`config.mk`:
```
export PLATFORM = sky130hd
export DESIGN_NAME = ata_tf_regs
export DESIGN_NICKNAME = d
export VERILOG_FILES = /design/src/rtl/ata_tf_regs.sv
export SDC_FILE = /design/constraint.sdc
export NUM_CORES = 1
export LEC_CHECK = 0
export BUFFER_PORTS_ARGS = -buffer_cell sky130_fd_sc_hd__clkbuf_2
export CAP_MARGIN = 0
export CORE_MARGIN = 2
export CORE_UTILIZATION = 52
export CTS_BUF_LIST = sky130_fd_sc_hd__clkbuf_4
export DETAILED_ROUTE_END_ITERATION = 10
export GPL_TIMING_DRIVEN = 1
export PLACE_DENSITY = 0.82
export SETUP_SLACK_MARGIN = 0.1
export SYNTH_ARGS = -nofsm -noshare
export SYNTH_HDL_FRONTEND = slang
export SYNTH_SLANG_ARGS = --single-unit
```
`constraint.sdc`:
```
create_clock -name clk -period 2.45 [get_ports clk]
set_clock_uncertainty 0.1 [all_clocks]
set_input_delay 0.3675 -clock clk [delete_from_list [all_inputs] [get_ports clk]]
set_output_delay 0.3675 -clock clk [all_outputs]
set_load 0.01 [all_outputs]
```
`src/rtl/ata_tf_regs.sv`:
```
module ata_tf_regs #(
  parameter int DW     = 16,
  parameter int RW     = 8,
  parameter int AW     = 3,
  parameter bit DEV_ID = 1'b0
) (
  input  logic          clk,
  input  logic          rst_n,
  input  logic          cs0_n,
  input  logic          cs1_n,
  input  logic [AW-1:0] da,
  input  logic          dior_n,
  input  logic          diow_n,
  input  logic          dmack_n,
  input  logic [DW-1:0] host_din,
  output logic [DW-1:0] host_dout,
  output logic          host_doe,
  output logic          intrq,
  output logic          intrq_oe,
  output logic [RW-1:0] tf_feature,
  output logic [RW-1:0] tf_count,
  output logic [RW-1:0] tf_sector,
  output logic [RW-1:0] tf_cyl_lo,
  output logic [RW-1:0] tf_cyl_hi,
  output logic [RW-1:0] tf_devhead,
  output logic [RW-1:0] cmd_code,
  output logic          cmd_valid,
  output logic          srst_active,
  output logic [DW-1:0] data_wdata,
  output logic          data_wr,
  output logic          data_rd,
  input  logic [DW-1:0] data_rdata,
  input  logic          st_we,
  input  logic [RW-1:0] st_val,
  input  logic          er_we,
  input  logic [RW-1:0] er_val,
  input  logic          irq_set
);
  localparam int BSY_B  = 7;
  localparam int DRDY_B = 6;
  localparam int DRQ_B  = 3;
  localparam int NIEN_B = 1;
  localparam int SRST_B = 2;
  localparam int DEV_B  = 4;
  localparam int PAD    = DW - RW;

  localparam logic [AW-1:0] A_DATA = AW'(0);
  localparam logic [AW-1:0] A_ERR  = AW'(1);
  localparam logic [AW-1:0] A_CNT  = AW'(2);
  localparam logic [AW-1:0] A_SEC  = AW'(3);
  localparam logic [AW-1:0] A_CLO  = AW'(4);
  localparam logic [AW-1:0] A_CHI  = AW'(5);
  localparam logic [AW-1:0] A_DEV  = AW'(6);
  localparam logic [AW-1:0] A_CMD  = AW'(7);
  localparam logic [AW-1:0] A_CTL  = AW'(6);

  localparam logic [RW-1:0] ST_IDLE = RW'(1 << DRDY_B);
  localparam logic [RW-1:0] ST_SRST = RW'(1 << BSY_B);
  localparam logic [RW-1:0] ER_DIAG = RW'(1);

  logic [RW-1:0] feat_q, cnt_q, sec_q, clo_q, chi_q, dev_q, cmd_q, stat_q, err_q;
  logic          nien_q, srst_q, srst_d1;
  logic          rd_q, wr_q, cs0_q, cs1_q;
  logic [AW-1:0] a_q;
  logic [DW-1:0] wd_q;
  logic          pend_q, cmdv_q, drd_q, dwr_q;

  logic rd_act, wr_act, rd_evt, wr_evt;
  logic busy, drq, sel, cb_q, cq_ctl, tf_ok;
  logic cmd_ok, st_rd_clr, resel_clr, srst_fall;
  logic rd_cb, rd_ctl;
  logic [RW-1:0] rsel;

  assign rd_act    = !dior_n;
  assign wr_act    = !diow_n;
  assign rd_evt    = rd_q && !rd_act;
  assign wr_evt    = wr_q && !wr_act;
  assign busy      = stat_q[BSY_B];
  assign drq       = stat_q[DRQ_B];
  assign sel       = (dev_q[DEV_B] == DEV_ID);
  assign cb_q      = cs0_q && !cs1_q;
  assign cq_ctl    = cs1_q && !cs0_q && (a_q == A_CTL);
  assign tf_ok     = !busy && !drq && dmack_n;
  assign cmd_ok    = wr_evt && cb_q && (a_q == A_CMD) && !busy && dmack_n && sel;
  assign st_rd_clr = rd_evt && cb_q && (a_q == A_CMD) && sel;
  assign resel_clr = wr_evt && cb_q && (a_q == A_DEV) && tf_ok && (wd_q[DEV_B] == DEV_ID);
  assign srst_fall = srst_d1 && !srst_q;

  // host strobe capture: address, selects and data are held while a strobe is low
  always_ff @(posedge clk or negedge rst_n) begin
    if (!rst_n) begin
      rd_q  <= 1'b0;
      wr_q  <= 1'b0;
      cs0_q <= 1'b0;
      cs1_q <= 1'b0;
      a_q   <= '0;
      wd_q  <= '0;
    end else begin
      rd_q <= rd_act;
      wr_q <= wr_act;
      if (rd_act || wr_act) begin
        cs0_q <= !cs0_n;
        cs1_q <= !cs1_n;
        a_q   <= da;
        wd_q  <= host_din;
      end
    end
  end

  // shadow task-file registers
  always_ff @(posedge clk or negedge rst_n) begin
    if (!rst_n) begin
      feat_q <= '0;
      cnt_q  <= '0;
      sec_q  <= '0;
      clo_q  <= '0;
      chi_q  <= '0;
      dev_q  <= '0;
    end else if (wr_evt && cb_q && tf_ok) begin
      case (a_q)
        A_ERR:   feat_q <= wd_q[RW-1:0];
        A_CNT:   cnt_q  <= wd_q[RW-1:0];
        A_SEC:   sec_q  <= wd_q[RW-1:0];
        A_CLO:   clo_q  <= wd_q[RW-1:0];
        A_CHI:   chi_q  <= wd_q[RW-1:0];
        A_DEV:   dev_q  <= wd_q[RW-1:0];
        default: ;
      endcase
    end
  end

  // device control
  always_ff @(posedge clk or negedge rst_n) begin
    if (!rst_n) begin
      nien_q  <= 1'b0;
      srst_q  <= 1'b0;
      srst_d1 <= 1'b0;
    end else begin
      srst_d1 <= srst_q;
      if (wr_evt && cq_ctl && dmack_n) begin
        nien_q <= wd_q[NIEN_B];
        srst_q <= wd_q[SRST_B];
      end
    end
  end

  // command and data-port pulses
  always_ff @(posedge clk or negedge rst_n) begin
    if (!rst_n) begin
      cmd_q  <= '0;
      cmdv_q <= 1'b0;
      dwr_q  <= 1'b0;
      drd_q  <= 1'b0;
    end else begin
      cmdv_q <= cmd_ok;
      if (cmd_ok) cmd_q <= wd_q[RW-1:0];
      dwr_q <= wr_evt && cb_q && (a_q == A_DATA) && drq && !busy && dmack_n && sel;
      drd_q <= rd_evt && cb_q && (a_q == A_DATA) && drq && !busy && dmack_n && sel;
    end
  end

  // status and error
  always_ff @(posedge clk or negedge rst_n) begin
    if (!rst_n) begin
      stat_q <= ST_IDLE;
      err_q  <= ER_DIAG;
    end else if (srst_q) begin
      stat_q <= ST_SRST;
    end else if (srst_fall) begin
      stat_q <= ST_IDLE;
      err_q  <= ER_DIAG;
    end else begin
      if (st_we) stat_q <= st_val;
      if (er_we) err_q  <= er_val;
      if (cmd_ok) stat_q[BSY_B] <= 1'b1;
    end
  end

  // pending interrupt: clearing events win over a same-cycle set
  always_ff @(posedge clk or negedge rst_n) begin
    if (!rst_n)                                pend_q <= 1'b0;
    else if (srst_q)                           pend_q <= 1'b0;
    else if (st_rd_clr || cmd_ok || resel_clr) pend_q <= 1'b0;
    else if (irq_set)                          pend_q <= 1'b1;
  end

  // host read path
  assign rd_cb  = !cs0_n && cs1_n;
  assign rd_ctl = !cs1_n && cs0_n && (da == A_CTL);

  always_comb begin
    case (da)
      A_ERR:   rsel = err_q;
      A_CNT:   rsel = cnt_q;
      A_SEC:   rsel = sec_q;
      A_CLO:   rsel = clo_q;
      A_CHI:   rsel = chi_q;
      A_DEV:   rsel = dev_q;
      A_CMD:   rsel = stat_q;
      default: rsel = '0;
    endcase
  end

  assign host_doe = rd_act && dmack_n && sel && (rd_cb || rd_ctl);

  always_comb begin
    if (!host_doe)
      host_dout = '0;
    else if (rd_ctl || busy)
      host_dout = {{PAD{1'b0}}, stat_q};
    else if (da == A_DATA)
      host_dout = (drq && dmack_n) ? data_rdata : '0;
    else
      host_dout = {{PAD{1'b0}}, rsel};
  end

  assign intrq_oe    = sel && !nien_q;
  assign intrq       = pend_q && intrq_oe;
  assign tf_feature  = feat_q;
  assign tf_count    = cnt_q;
  assign tf_sector   = sec_q;
  assign tf_cyl_lo   = clo_q;
  assign tf_cyl_hi   = chi_q;
  assign tf_devhead  = dev_q;
  assign cmd_code    = cmd_q;
  assign cmd_valid   = cmdv_q;
  assign srst_active = srst_q;
  assign data_wdata  = wd_q;
  assign data_wr     = dwr_q;
  assign data_rd     = drd_q;
endmodule

```
=== Word level (Yosys, flattened, before mapping) ===
Index checks and enable logic that the tools add are counted.

* Register bits after elaboration: 102
* Input bits: 61
* Output and inout port bits: 95
* Logic and storage cells: 123

* Equality and inequality tests: 14
* Muxes and demuxes: 14
* Bitwise gates (word level): 3
* Reductions and logical operators: 69

{| class="wikitable"
|+ Operators with widths
! operator !! number
|-
| 16-bit 2-to-1 mux || 4
|-
| 8-bit one-hot mux with 7 select lines || 1
|-
| 1-bit logical AND || 41
|-
| 8-bit 2-to-1 mux || 5
|-
| 3-bit == test (second input constant) || 8
|-
| 2-bit AND reduction || 7
|-
| 3-bit by 2-bit == test with 1-bit output (second input constant) || 4
|-
| 1-bit zero test || 10
|-
| 3-bit by 1-bit == test with 1-bit output (second input constant) || 2
|-
| 3-bit zero test || 2
|-
| 3-bit nonzero test || 2
|-
| 1-bit logical OR || 5
|-
| 1-bit 2-to-1 mux || 4
|-
| 4-bit nonzero test || 1
|-
| 1-bit NOT || 3
|-
| 2-bit nonzero test || 1
|}

=== Longest topological paths before layout ===
Gate-level depths: netlist of run 1.

* Depth after elaboration: 11
* Depth in mapped cells: 7
* Mapped depth without buffers: 4

=== Worst setup path before layout of run 1 ===
No wires, ideal clock.

* Path kind: input to output
* Start point: input da[1]
* End point: output host_dout[5]
* Data arrival time: 1.921 ns
* Required time: 1.982 ns
* Setup slack: 0.061 ns
* Stages on the path: 6
* Path buffers: 3
* Cells stage by stage: clkbuf_1 -> buf_2 -> buf_2 -> mux2i_1 -> mux4_2 -> a211oi_1

* Longest elaborated chain between the ends: 5
* Elaborated cells on any way between the ends: 16
* Classes of those cells: eq/ne: 7; mux: 4; reduce/logical: 5

{| class="wikitable"
|+ Ends and longest elaborated chain
! item !! line !! RTL
|-
| start, declared || 11 || <nowiki>input logic [AW-1:0] da,</nowiki>
|-
| 3-bit == test, or another cell as far along || 192 || <nowiki>case (da)</nowiki>
|-
| 8-bit one-hot mux with 7 select lines or 1-bit logical AND (tied branches) || 192, 189 ||
|-
| 16-bit 2-to-1 mux, or another cell as far along || 211 || <nowiki>else if (da == A_DATA)</nowiki>
|-
| 16-bit 2-to-1 mux or 1-bit logical AND (tied branches) || 209, 204 ||
|-
| 16-bit 2-to-1 mux * || 207 || <nowiki>if (!host_doe)</nowiki>
|-
| end, declared || 16 || <nowiki>output logic [DW-1:0] host_dout,</nowiki>
|}

Mark *: on every way between the ends. The rest lies on a longest branch, timed or not.

=== Worst setup path after layout of run 1 ===
* Start point: input da[1]
* End point: output host_dout[6]

Same word-level chain as after synthesis.

==> metrics.md, run 1 <==
| Metric | Value |
|---|---|
| Status | finished clean |
| Hold Vio Cnt, Final | 0 |
| Initial Util | between 50% and 60% |
| Syn_nets | 429 |
| Synth top area cells | dfrtp_1 53%, mux2_2 17%, mux2i_1 4.6%, mux2_4 2.5%, a211oi_1 1.7% |
| Gpl congestion | 0.876 |
| Vias/cell | roughly 5.8 |
| Hold WC Path Type | in -> reg |
| Crit path required time | around 2.0 ns |
| Syn. warnings | 0 |
| Cells after Synth | about 370 |
| Post-Syn Area | between 4000 and 5000 um2 |
| H-tree levels | 3 |
| Least-Margin Pin Slew | approximately 0.59 ns |
| Cell Rows | 34 |
| Synth Register Bits | between 100 and 150 |
| Synthesis-to-finish area growth | 30.0% |
| Final Cell Area | approximately 6200 um2 |
| Min-delay src | cs0_n |
| DRT antenna net count | 0 |
| Crit path max fanout | 8 |
| Largest net degree at the start of global routing | 43 |
| CTS tree | yes |
| Fillers | about 640 |
| R2R Path End | tf_count[6] |
| Share of the synthesized area in the top cell type | approximately 53% |
| Worst relative slew slack | 60.6% |
| Reg2reg setup slack | about 0.20 ns |
| Fmax | 0.423 GHz |
| Crit Reg-Reg Startpoint | cs1_q |
| Post-synth top flop | dfrtp_1 |
| Share of layout cells above drive strength 1 | approximately 56% |
| Synth async-reset ratio | between 90% and 100% |
| Worst slack, placed | about 0.20 ns |
| DIE AREA | about 10000 um2 |
| Setup WS post-layout | ~0.085 ns |
| Unrepaired setup endpoints after global routing | true |
| Crit share post-route | between 90% and 100% |
| Drt pass-1 iters | 4 |
| Reg2Reg Depth | 4 |
| CTS Buffer Depth | 2 |
| Crit start category | primary input |
| Setup CP Type | in -> out |
| First-pass GRT wire length | between 20,000 and 25,000 um |
| Setup_tns | 0 ns |
| Post-route DRC | 0 |
| DRT Wirelength | 13,100 um |
| Clock sink count | 102 |
| Detailed Place HPWL | between 9000 and 10,000 um |
| Clock-pin slew on the worst setup and hold paths | 0.17 ns |
| Die height | 99.5 um |
| NumNets Final | a little over 600 |
| Period minus WS final | ~2.4 ns |
| LEAKAGE | between 3 and 4 nW |
| PortBufs | 155 |
| Cell variety after synth | 45 |
| Routed len/inst | just under 20 um |
| Reg area | 2560 um2 |
| Total gr overflow | 0 |
| Hold EP | cs0_q |
| CP Capture Type | primary output |
| Sequential area share after synthesis | between 50% and 60% |
| Slew Limit Fails | 0 |
| Mapped Avg Cell Area | 12.9 um2 |
| Detailed Route Iter0 Violations | 212 |
| IO Pins | around 160 |
| Hold Crit Depth | 2 |
| Worst-Skew Late Latency | 0.45 ns |
| # setup viols final | 0 |
| Dominant cell type by area after synthesis | dfrtp_1 |
| Cell Pwr Density | about 580 nW/um2 |
| Overall power | around 3.6 mW |
| Core area | 8760 um2 |
| Vias in the first global route | between 3,000 and 4,000 |
| Multi-input gate area | around 2200 um2 |
| Max_cap viols | 0 |
| Placed cell areas | 5780 um2 |
| Clock root buffer | clkbuf_4 |
| Initial antenna violation count | 1 |
| Worst hold slack | 0.0293 ns |
| CP arrival | between 1.5 and 2 ns |
| Die Width | 99.5 um |
| Peak VDD IR | about 0.37 mV |
| Total number of vias | about 3,800 |
| Post-synth EDFFs | 0 |
| CTS Buf Count | 9 |
| Gr usage total | a little over a quarter |
metrics by stage:
stage / cells / utilization [%]
3_5_place_dp: 635 / 66.0
6_report: 666 / 70.4
3_3_place_gp: 635 / 66.0
4_1_cts: 658 / 68.6
5_1_grt: 666 / 70.4
2_1_floorplan: 368 / -
layer usage:
layer	routed length (um)	track usage (%)	share of wire [%]
met2	6240	42.0	47
met3	1050	5.97	8.0
met1	5580	36.9	43
met4	260	8.64	2.0
met5	0	0	0
synth_stat cells, types with 3 or more instances:
library cell	count
a211oi_1	11
a21boi_0	4
a21oi_1	7
a221o_1	4
a221oi_1	4
a22o_1	7
a22oi_1	3
and2_1	10
buf_2	3
clkbuf_1	14
dfrtp_1	100
inv_1	11
mux2_2	70
mux2_4	8
mux2i_1	22
nand2_1	13
nand2b_1	6
nand4b_1	5
nor2_1	20
nor2b_1	8
o21ai_0	5
registers in the layout (all words and copies together) (netlist names), 3 cells and up:
register    count
tf_feature      8
tf_sector       8
tf_cyl_hi       8
tf_cyl_lo       8
a_q             3
tf_count        8
data_wdata     16
cmd_code        8
err_q           8
stat_q          8
tf_devhead      8
critical path: stages:
cell,delay (ns)
clkbuf_2,0.23
nand4b_1,0.21
o22ai_1,0.40
nand2_1,0.29
a211oi_2,0.22
buf_2,0.16
logic make-up after synthesis:
logic type             share of synthesized area, %
muxes                                          24.7
buffers and inverters                          2.77
DFF                                            53.9
and+or+nand+nor                                9.97
AOI/OAI and AO/OA                              8.65
layout by cell type (no fill, tap or decap), types with 3 or more instances in the layout:
cell | netlist | layout
a221oi_1 | 4 | 4
dfrtp_1 | 100 | 98
inv_1 | 11 | 11
nor4_4 | 2 | 3
a21oi_1 | 7 | 6
buf_4 | 0 | 26
a21boi_1 | 0 | 4
nor2b_1 | 8 | 8
nand2b_1 | 6 | 6
and2_1 | 10 | 8
a221o_1 | 4 | 4
mux2i_1 | 22 | 21
nand2_1 | 13 | 12
buf_2 | 3 | 13
dlygate4sd3_1 | 0 | 5
a211oi_2 | 0 | 9
clkbuf_2 | 0 | 139
buf_6 | 2 | 6
mux2_4 | 8 | 9
mux2_2 | 70 | 69
o21ai_0 | 5 | 5
a22o_1 | 7 | 7
nand4b_1 | 5 | 5
nor2_1 | 20 | 19
clkbuf_4 | 0 | 10
report_power, final:
group | internal [mW] | switching (mW)
combinational | 0.337 | 0.356
clock | 0.333 | 0.581
sequential | 1.83 | 0.143
total | 2.50 | 1.08
cell type report:
| class | count | area share [%] |
|---|---|---|
| antenna | 1 | 0.0406 |
| clock buffer | 10 | 1.22 |
| clock inverter | 6 | 1.14 |
| inverter | 11 | 0.669 |
| multi-input combinational | 237 | 35.2 |
| sequential | 102 | 41.5 |
| tap | 108 | 2.19 |
| timing repair buffer | 191 | 18.1 |
worst max path at each step:
stage | start | to | slack, ns | cells past startpoint
final | da[1] | host_dout[6] | 0.08 | 6
after global routing | stat_q[7] | host_dout[5] | -0.02 | 6
after CTS | stat_q[3] | host_dout[2] | 0.10 | 6
after detailed placement | da[1] | host_dout[2] | 0.20 | 7
after global placement | da[0] | host_dout[4] | 0.21 | 7
after floorplan | da[1] | host_dout[5] | 0.14 | 6
timing repair:
action                                  in CTS  in global routing
buffers inserted                             3                  5
endpoints found under the hold margin      104                  1
resized for setup                            7                 43
endpoints found under the setup margin      15                 34
pin swaps                                    0                 16
hold buffers                                 4                  1
cloned                                       0                  1
Note: power is estimated with default switching activity, not from simulation.
==> run 2, diff against run 1 <==
==> constraint.sdc (replaced) <==
create_clock -name clk -period 2.45 [get_ports clk]
set_clock_uncertainty 0.1 [all_clocks]
set_input_delay 0.6125 -clock clk [delete_from_list [all_inputs] [get_ports clk]]
set_output_delay 0.6125 -clock clk [all_outputs]
set_load 0.01 [all_outputs]
==> metrics.md, run 2 (synthesized netlist as in run 1, its figures left out) <==
| Metric | Value |
|---|---|
| Max_cap viols | 0 (unchanged) |
| Fmax | 0.386 GHz (-8.8%) |
| Slew Limit Fails | 0 (unchanged) |
| LEAKAGE | 3.31 nW (+3.8%) |
| Synthesis-to-finish area growth | 35.5% |
| Ant. Diodes | 0 (-1) |
| CP top delay family | buffers and inverters |
| H-tree levels | 3 (unchanged) |
| Crit path required time | 1.74 ns (-0.24 ns) |
| CTS tree | yes |
| Share of layout cells above drive strength 1 | 60.8% (+4.8 points) |
| Die height | 99.5 um (unchanged) |
| DRT Wirelength | 13,100 um (-0.14%) |
| CP Capture Type | primary output |
| Most frequent cells in the layout | 135 x clkbuf_2, 97 x dfrtp_1, 69 x mux2_2, 46 x buf_4, 19 x nor2_1 |
| Routed len/inst | 19.2 um (-2.5%) |
| Failing checks | setup timing |
| Commonest non-fill, non-tap cell in the layout | clkbuf_2 |
| Highest cell delay on the worst timing path | 0.37 ns (-0.03 ns) |
| CTS Buffer Depth | 2 (unchanged) |
| # setup viols final | 16 (+16) |
| Gr usage total | 26.8% (+0.24 points) |
| Initial antenna violation count | 0 (-1) |
| Clock root buffer | clkbuf_4 |
| Highest-delay cell along the critical path | a221o_1 |
| Detailed Route Iter0 Violations | 160 (-25%) |
| DRT antenna net count | 0 (unchanged) |
| Cell Rows | 34 (unchanged) |
| IO Pins | 156 (unchanged) |
| Peak VDD IR | 0.349 mV (-6.5%) |
| Clock-pin slew on the worst setup and hold paths | 0.16 ns (about the same) |
| Status | complete, but fails checks |
| Total gr overflow | 0 (unchanged) |
| Setup CP Type | in -> out |
| NumNets Final | 630 (+2.8%) |
| Crit share post-route | 106% (+9.3 points) |
| Final Util | 73.3% (+2.9 points) |
| Period minus WS final | 2.59 ns (+0.229 ns) |
| Worst relative slew slack | 53.8% (-6.8 points) |
| Vias in the first global route | 3,871 (+5.0%) |
| Gpl congestion | 0.860 (-1.9%) |
| Die Width | 99.5 um (unchanged) |
| Total number of vias | 3,860 (+0.78%) |
| Setup_tns | -1.82 ns (-1.82 ns) |
| DIE AREA | 9900 um2 (unchanged) |
| Cell Pwr Density | 564 nW/um2 (-2.7%) |
| Hold WC Path Type | in -> reg |
| Detailed Place HPWL | 9830 um (+2.2%) |
| Worst hold slack | 0.252 ns (+0.223 ns) |
| Least-Margin Pin Slew | 0.691 ns (+0.101 ns) |
| Core area | 8760 um2 (unchanged) |
| Clock sink count | 102 (unchanged) |
| Chain of cells forming the critical path | clkbuf_16 -> buf_12 -> buf_8 -> mux2i_2 -> a221o_1 -> a211oi_2 -> buf_2 |
| First-pass GRT wire length | 20,400 um (+1.7%) |
| Worst-Skew Late Latency | 0.47 ns (+0.02 ns) |
| CP arrival | 1.88 ns (-0.02 ns) |
| CP bufs+invs | 4 (+2) |
| Setup WS post-layout | -0.144 ns (-0.229 ns) |
| Initial Util | 54.1% (unchanged) |
| Placed cell areas | 5930 um2 (+2.7%) |
| Final Cell Area | 6420 um2 (+4.2%) |
| Largest register FFs | 16 (unchanged) |
| Vias/cell | 5.66 (-1.6%) |
| Post-route DRC | 0 (unchanged) |
| Unrepaired setup endpoints after global routing | true |
| Largest net degree at the start of global routing | 44 (+2.3%) |
| Drt pass-1 iters | 4 (unchanged) |
| CTS Buf Count | 9 (unchanged) |
| PortBufs | 155 (unchanged) |
| Crit start category | primary input |
| Hold Vio Cnt, Final | 0 (unchanged) |
| Crit path max fanout | 7 (-1) |
-- run 2: final timing paths --
kind / start / end / slack [ns] / cells after the start
max in group asynchronous: rst_n / stat_q[6] / 1.05 / 3
min in group asynchronous: rst_n / err_q[6] / 0.54 / 2
setup reg to reg: cs1_q / tf_cyl_hi[4] / 0.20 / 6
setup / recovery: da[1] / host_dout[6] / -0.14 / 7
hold reg to reg: err_q[0] / err_q[0] / 0.43 / 2
hold / removal: er_val[0] / err_q[0] / 0.25 / 3
-- run 2: power breakdown --
group	switching, mW	internal [mW]
Sequential	0.151	1.83
Clock	0.596	0.324
Combinational	0.356	0.372
Total	1.10	2.52
-- run 2: layout make-up --
class	instances	area, um2
flip-flops and latches	102	2560
fillers	603	2340
multi-input cells	236	2230
repair buffers	209	1310
well taps	108	135
clock inverters	7	78.8
clock buffers	9	67.6
inverters	11	41.3
-- run 2: worst reg2reg max path, delay by kind of cell (launching register included) --
family,cells,cell delay [ns]
muxes,1,0.35
DFF,1,0.44
buffers and inverters,2,0.40
and+or+nand+nor,3,0.87
-- run 2: stage by stage --
step           setup WS [ns]  power (mW)  instances
4_1_cts               -0.186        3.59        673
6_report              -0.144        3.63        682
3_5_place_dp          -0.268        2.64        651
5_1_grt               -0.220        3.79        682
2_1_floorplan         -0.143        2.32        368
3_3_place_gp          -0.193        2.61        651
-- run 2: what timing repair did --
action / 4_1_cts / 5_1_grt
hold buffers: 0 / 1
cloned: 0 / 0
buffers inserted: 6 / 8
endpoints found under the setup margin: 17 / 40
endpoints found under the hold margin: 0 / 3
gates resized for setup: 25 / 46
pin swaps: 9 / 11
-- run 2: routing by layer --
layer / routed length, um / GRT usage, % / share of wire (%)
met5: 0 / 0 / 0
met4: 180 / 7.27 / 1.4
met3: 967 / 6.82 / 7.4
met2: 6550 / 45.1 / 50
met1: 5410 / 34.9 / 41
==> run 3, diff against run 2 <==
- CAP_MARGIN: 0 -> not set
- CORE_ASPECT_RATIO: not set -> 0.75
- RECOVER_POWER: not set -> 100
==> metrics.md, run 3 (synthesized netlist as in run 1, its figures left out) <==
| Metric | Value |
|---|---|
| CTS Buffer Depth | 2 (unchanged) |
| Chain of cells forming the critical path | clkbuf_16 -> buf_8 -> nand4b_1 -> o22ai_1 -> buf_4 -> and4_4 -> and2_1 -> buf_2 |
| DIE AREA | 9910 um2 (about the same) |
| Largest net degree at the start of global routing | 54 (+23%) |
| Commonest non-fill, non-tap cell in the layout | dfrtp_1 |
| NumNets Final | 642 (+1.9%) |
| Gr usage total | 28.6% (+1.8 points) |
| DRT Wirelength | 14,600 um (+11%) |
| CP arrival | 1.97 ns (+0.09 ns) |
| Crit start category | primary input |
| Crit path max fanout | 8 (+1) |
| Period minus WS final | 2.68 ns (+0.0879 ns) |
| LEAKAGE | 3.09 nW (-6.6%) |
| # setup viols final | 16 (unchanged) |
| Fmax | 0.373 GHz (-3.3%) |
| Setup CP Type | in -> out |
| Vias/cell | 5.77 (+1.9%) |
| Die height | 86.7 um (-13%) |
| Crit share post-route | 109% (+3.6 points) |
| Highest cell delay on the worst timing path | 0.26 ns (-0.11 ns) |
| Hold Vio Cnt, Final | 0 (unchanged) |
| Largest register FFs | 16 (unchanged) |
| Share of layout cells above drive strength 1 | 46.1% (-15 points) |
| Crit path required time | 1.74 ns (about the same) |
| Peak VDD IR | 0.479 mV (+37%) |
| Failing checks | setup timing |
| Setup WS post-layout | -0.232 ns (-0.0879 ns) |
| Clock root buffer | clkbuf_4 |
| Clock-pin slew on the worst setup and hold paths | 0.15 ns (about the same) |
| CP Capture Type | primary output |
| Drt pass-1 iters | 5 (+1) |
| Initial antenna violation count | 0 (unchanged) |
| Gpl congestion | 0.920 (+7.0%) |
| Status | complete, but fails checks |
| Max_cap viols | 0 (unchanged) |
| Vias in the first global route | 3,903 (+0.83%) |
| Worst-Skew Late Latency | 0.47 ns (about the same) |
| Most frequent cells in the layout | 98 x dfrtp_1, 81 x clkbuf_1, 68 x mux2_2, 63 x clkbuf_2, 40 x buf_4 |
| DRT antenna net count | 0 (unchanged) |
| Cell Rows | 30 (-12%) |
| Detailed Route Iter0 Violations | 276 (+73%) |
| PortBufs | 155 (unchanged) |
| Hold WC Path Type | in -> reg |
| Fillers | 684 (+13%) |
| Worst hold slack | 0.232 ns (-0.0200 ns) |
| Routed len/inst | 20.9 um (+8.5%) |
| Cell Pwr Density | 559 nW/um2 (-1.0%) |
| IO Pins | 156 (unchanged) |
| Highest-delay cell along the critical path | and4_4 |
| Total number of vias | 4,024 (+4.2%) |
| CTS Buf Count | 9 (unchanged) |
| Clock sink count | 102 (unchanged) |
| Detailed Place HPWL | 9970 um (+1.4%) |
| Ant. Diodes | 0 (unchanged) |
| Die Width | 114 um (+15%) |
| H-tree levels | 3 (unchanged) |
| CTS tree | yes |
| Unrepaired setup endpoints after global routing | true |
| Least-Margin Pin Slew | 1.40 ns (+0.709 ns) |
| Initial Util | 52.9% (-1.3 points) |
| First-pass GRT wire length | 21,200 um (+3.9%) |
| Slew Limit Fails | 0 (unchanged) |
| Post-route DRC | 0 (unchanged) |
| Total gr overflow | 0 (unchanged) |
| Overall power | 3.56 mW (-1.7%) |
| Worst relative slew slack | 6.65% (-47 points) |
| Setup_tns | -2.87 ns (-1.05 ns) |
| Core area | 8970 um2 (+2.4%) |
| Synthesis-to-finish area growth | 34.5% |
## run 3: area by class of cell
type,instances,area [um2],share of cell area (%)
Sequential cell,102,2560,40.1
Multi-Input combinational cell,236,2190,34.3
Timing Repair Buffer,221,1330,20.8
Tap cell,112,140,2.20
Clock buffer,9,67.6,1.06
Clock inverter,7,57.6,0.902
Inverter,11,41.3,0.647
## run 3: routing by layer
layer  part of all wire, %  GRT usage [%]  vias to the layer above  routed length [um]
met5                     0              0                        -                   0
met4                   2.4           9.09                        0                 349
met3                    10           10.8                       31                1480
met2                    45           42.1                      230                6530
met1                    43           39.5                     1988                6210
li1                      -              -                     1775                   -
## run 3: power by group
part / internal [mW] / switching [mW] / leakage [nW]
clock network: 0.225 / 0.595 / 0.0701
registers: 1.83 / 0.151 / 1.33
logic: 0.381 / 0.387 / 1.70
## run 3: through the flow
step	worst slack, ns	utilization [%]	std cells	cell area, um2
5_1_grt	-0.297	71.1	698	6380
6_report	-0.232	71.1	698	6380
4_1_cts	-0.146	70.9	686	6360
3_5_place_dp	-0.234	66.0	653	5920
2_1_floorplan	-0.143	-	368	4820
3_3_place_gp	-0.201	66.0	653	5920
## run 3: path summary, 6_finish.rpt
kind | cells after the start | end | slack, ns | start
min in group asynchronous | 2 | data_wdata[11] | 0.66 | rst_n
worst max register to register | 7 | tf_feature[3] | 0.05 | stat_q[7]
max in group asynchronous | 3 | tf_feature[6] | 0.32 | rst_n
worst max-delay path | 8 | host_dout[14] | -0.23 | da[1]
worst min-delay path | 3 | err_q[0] | 0.23 | er_val[0]
worst min register to register | 2 | err_q[0] | 0.41 | err_q[0]
## run 3: critical path: cells and delay by family
kind | cells | cell delay [ns]
buf+inv | 4 | 0.55
simple gates | 3 | 0.54
compound gates | 1 | 0.25
## run 3: timing repair
item,in CTS,in global routing
endpoints found under the hold margin,27,0
pin swaps,10,15
setup buffers,15,12
hold buffers,1,0
cloned,1,0
setup endpoints to repair,17,31
gates resized for setup,41,49
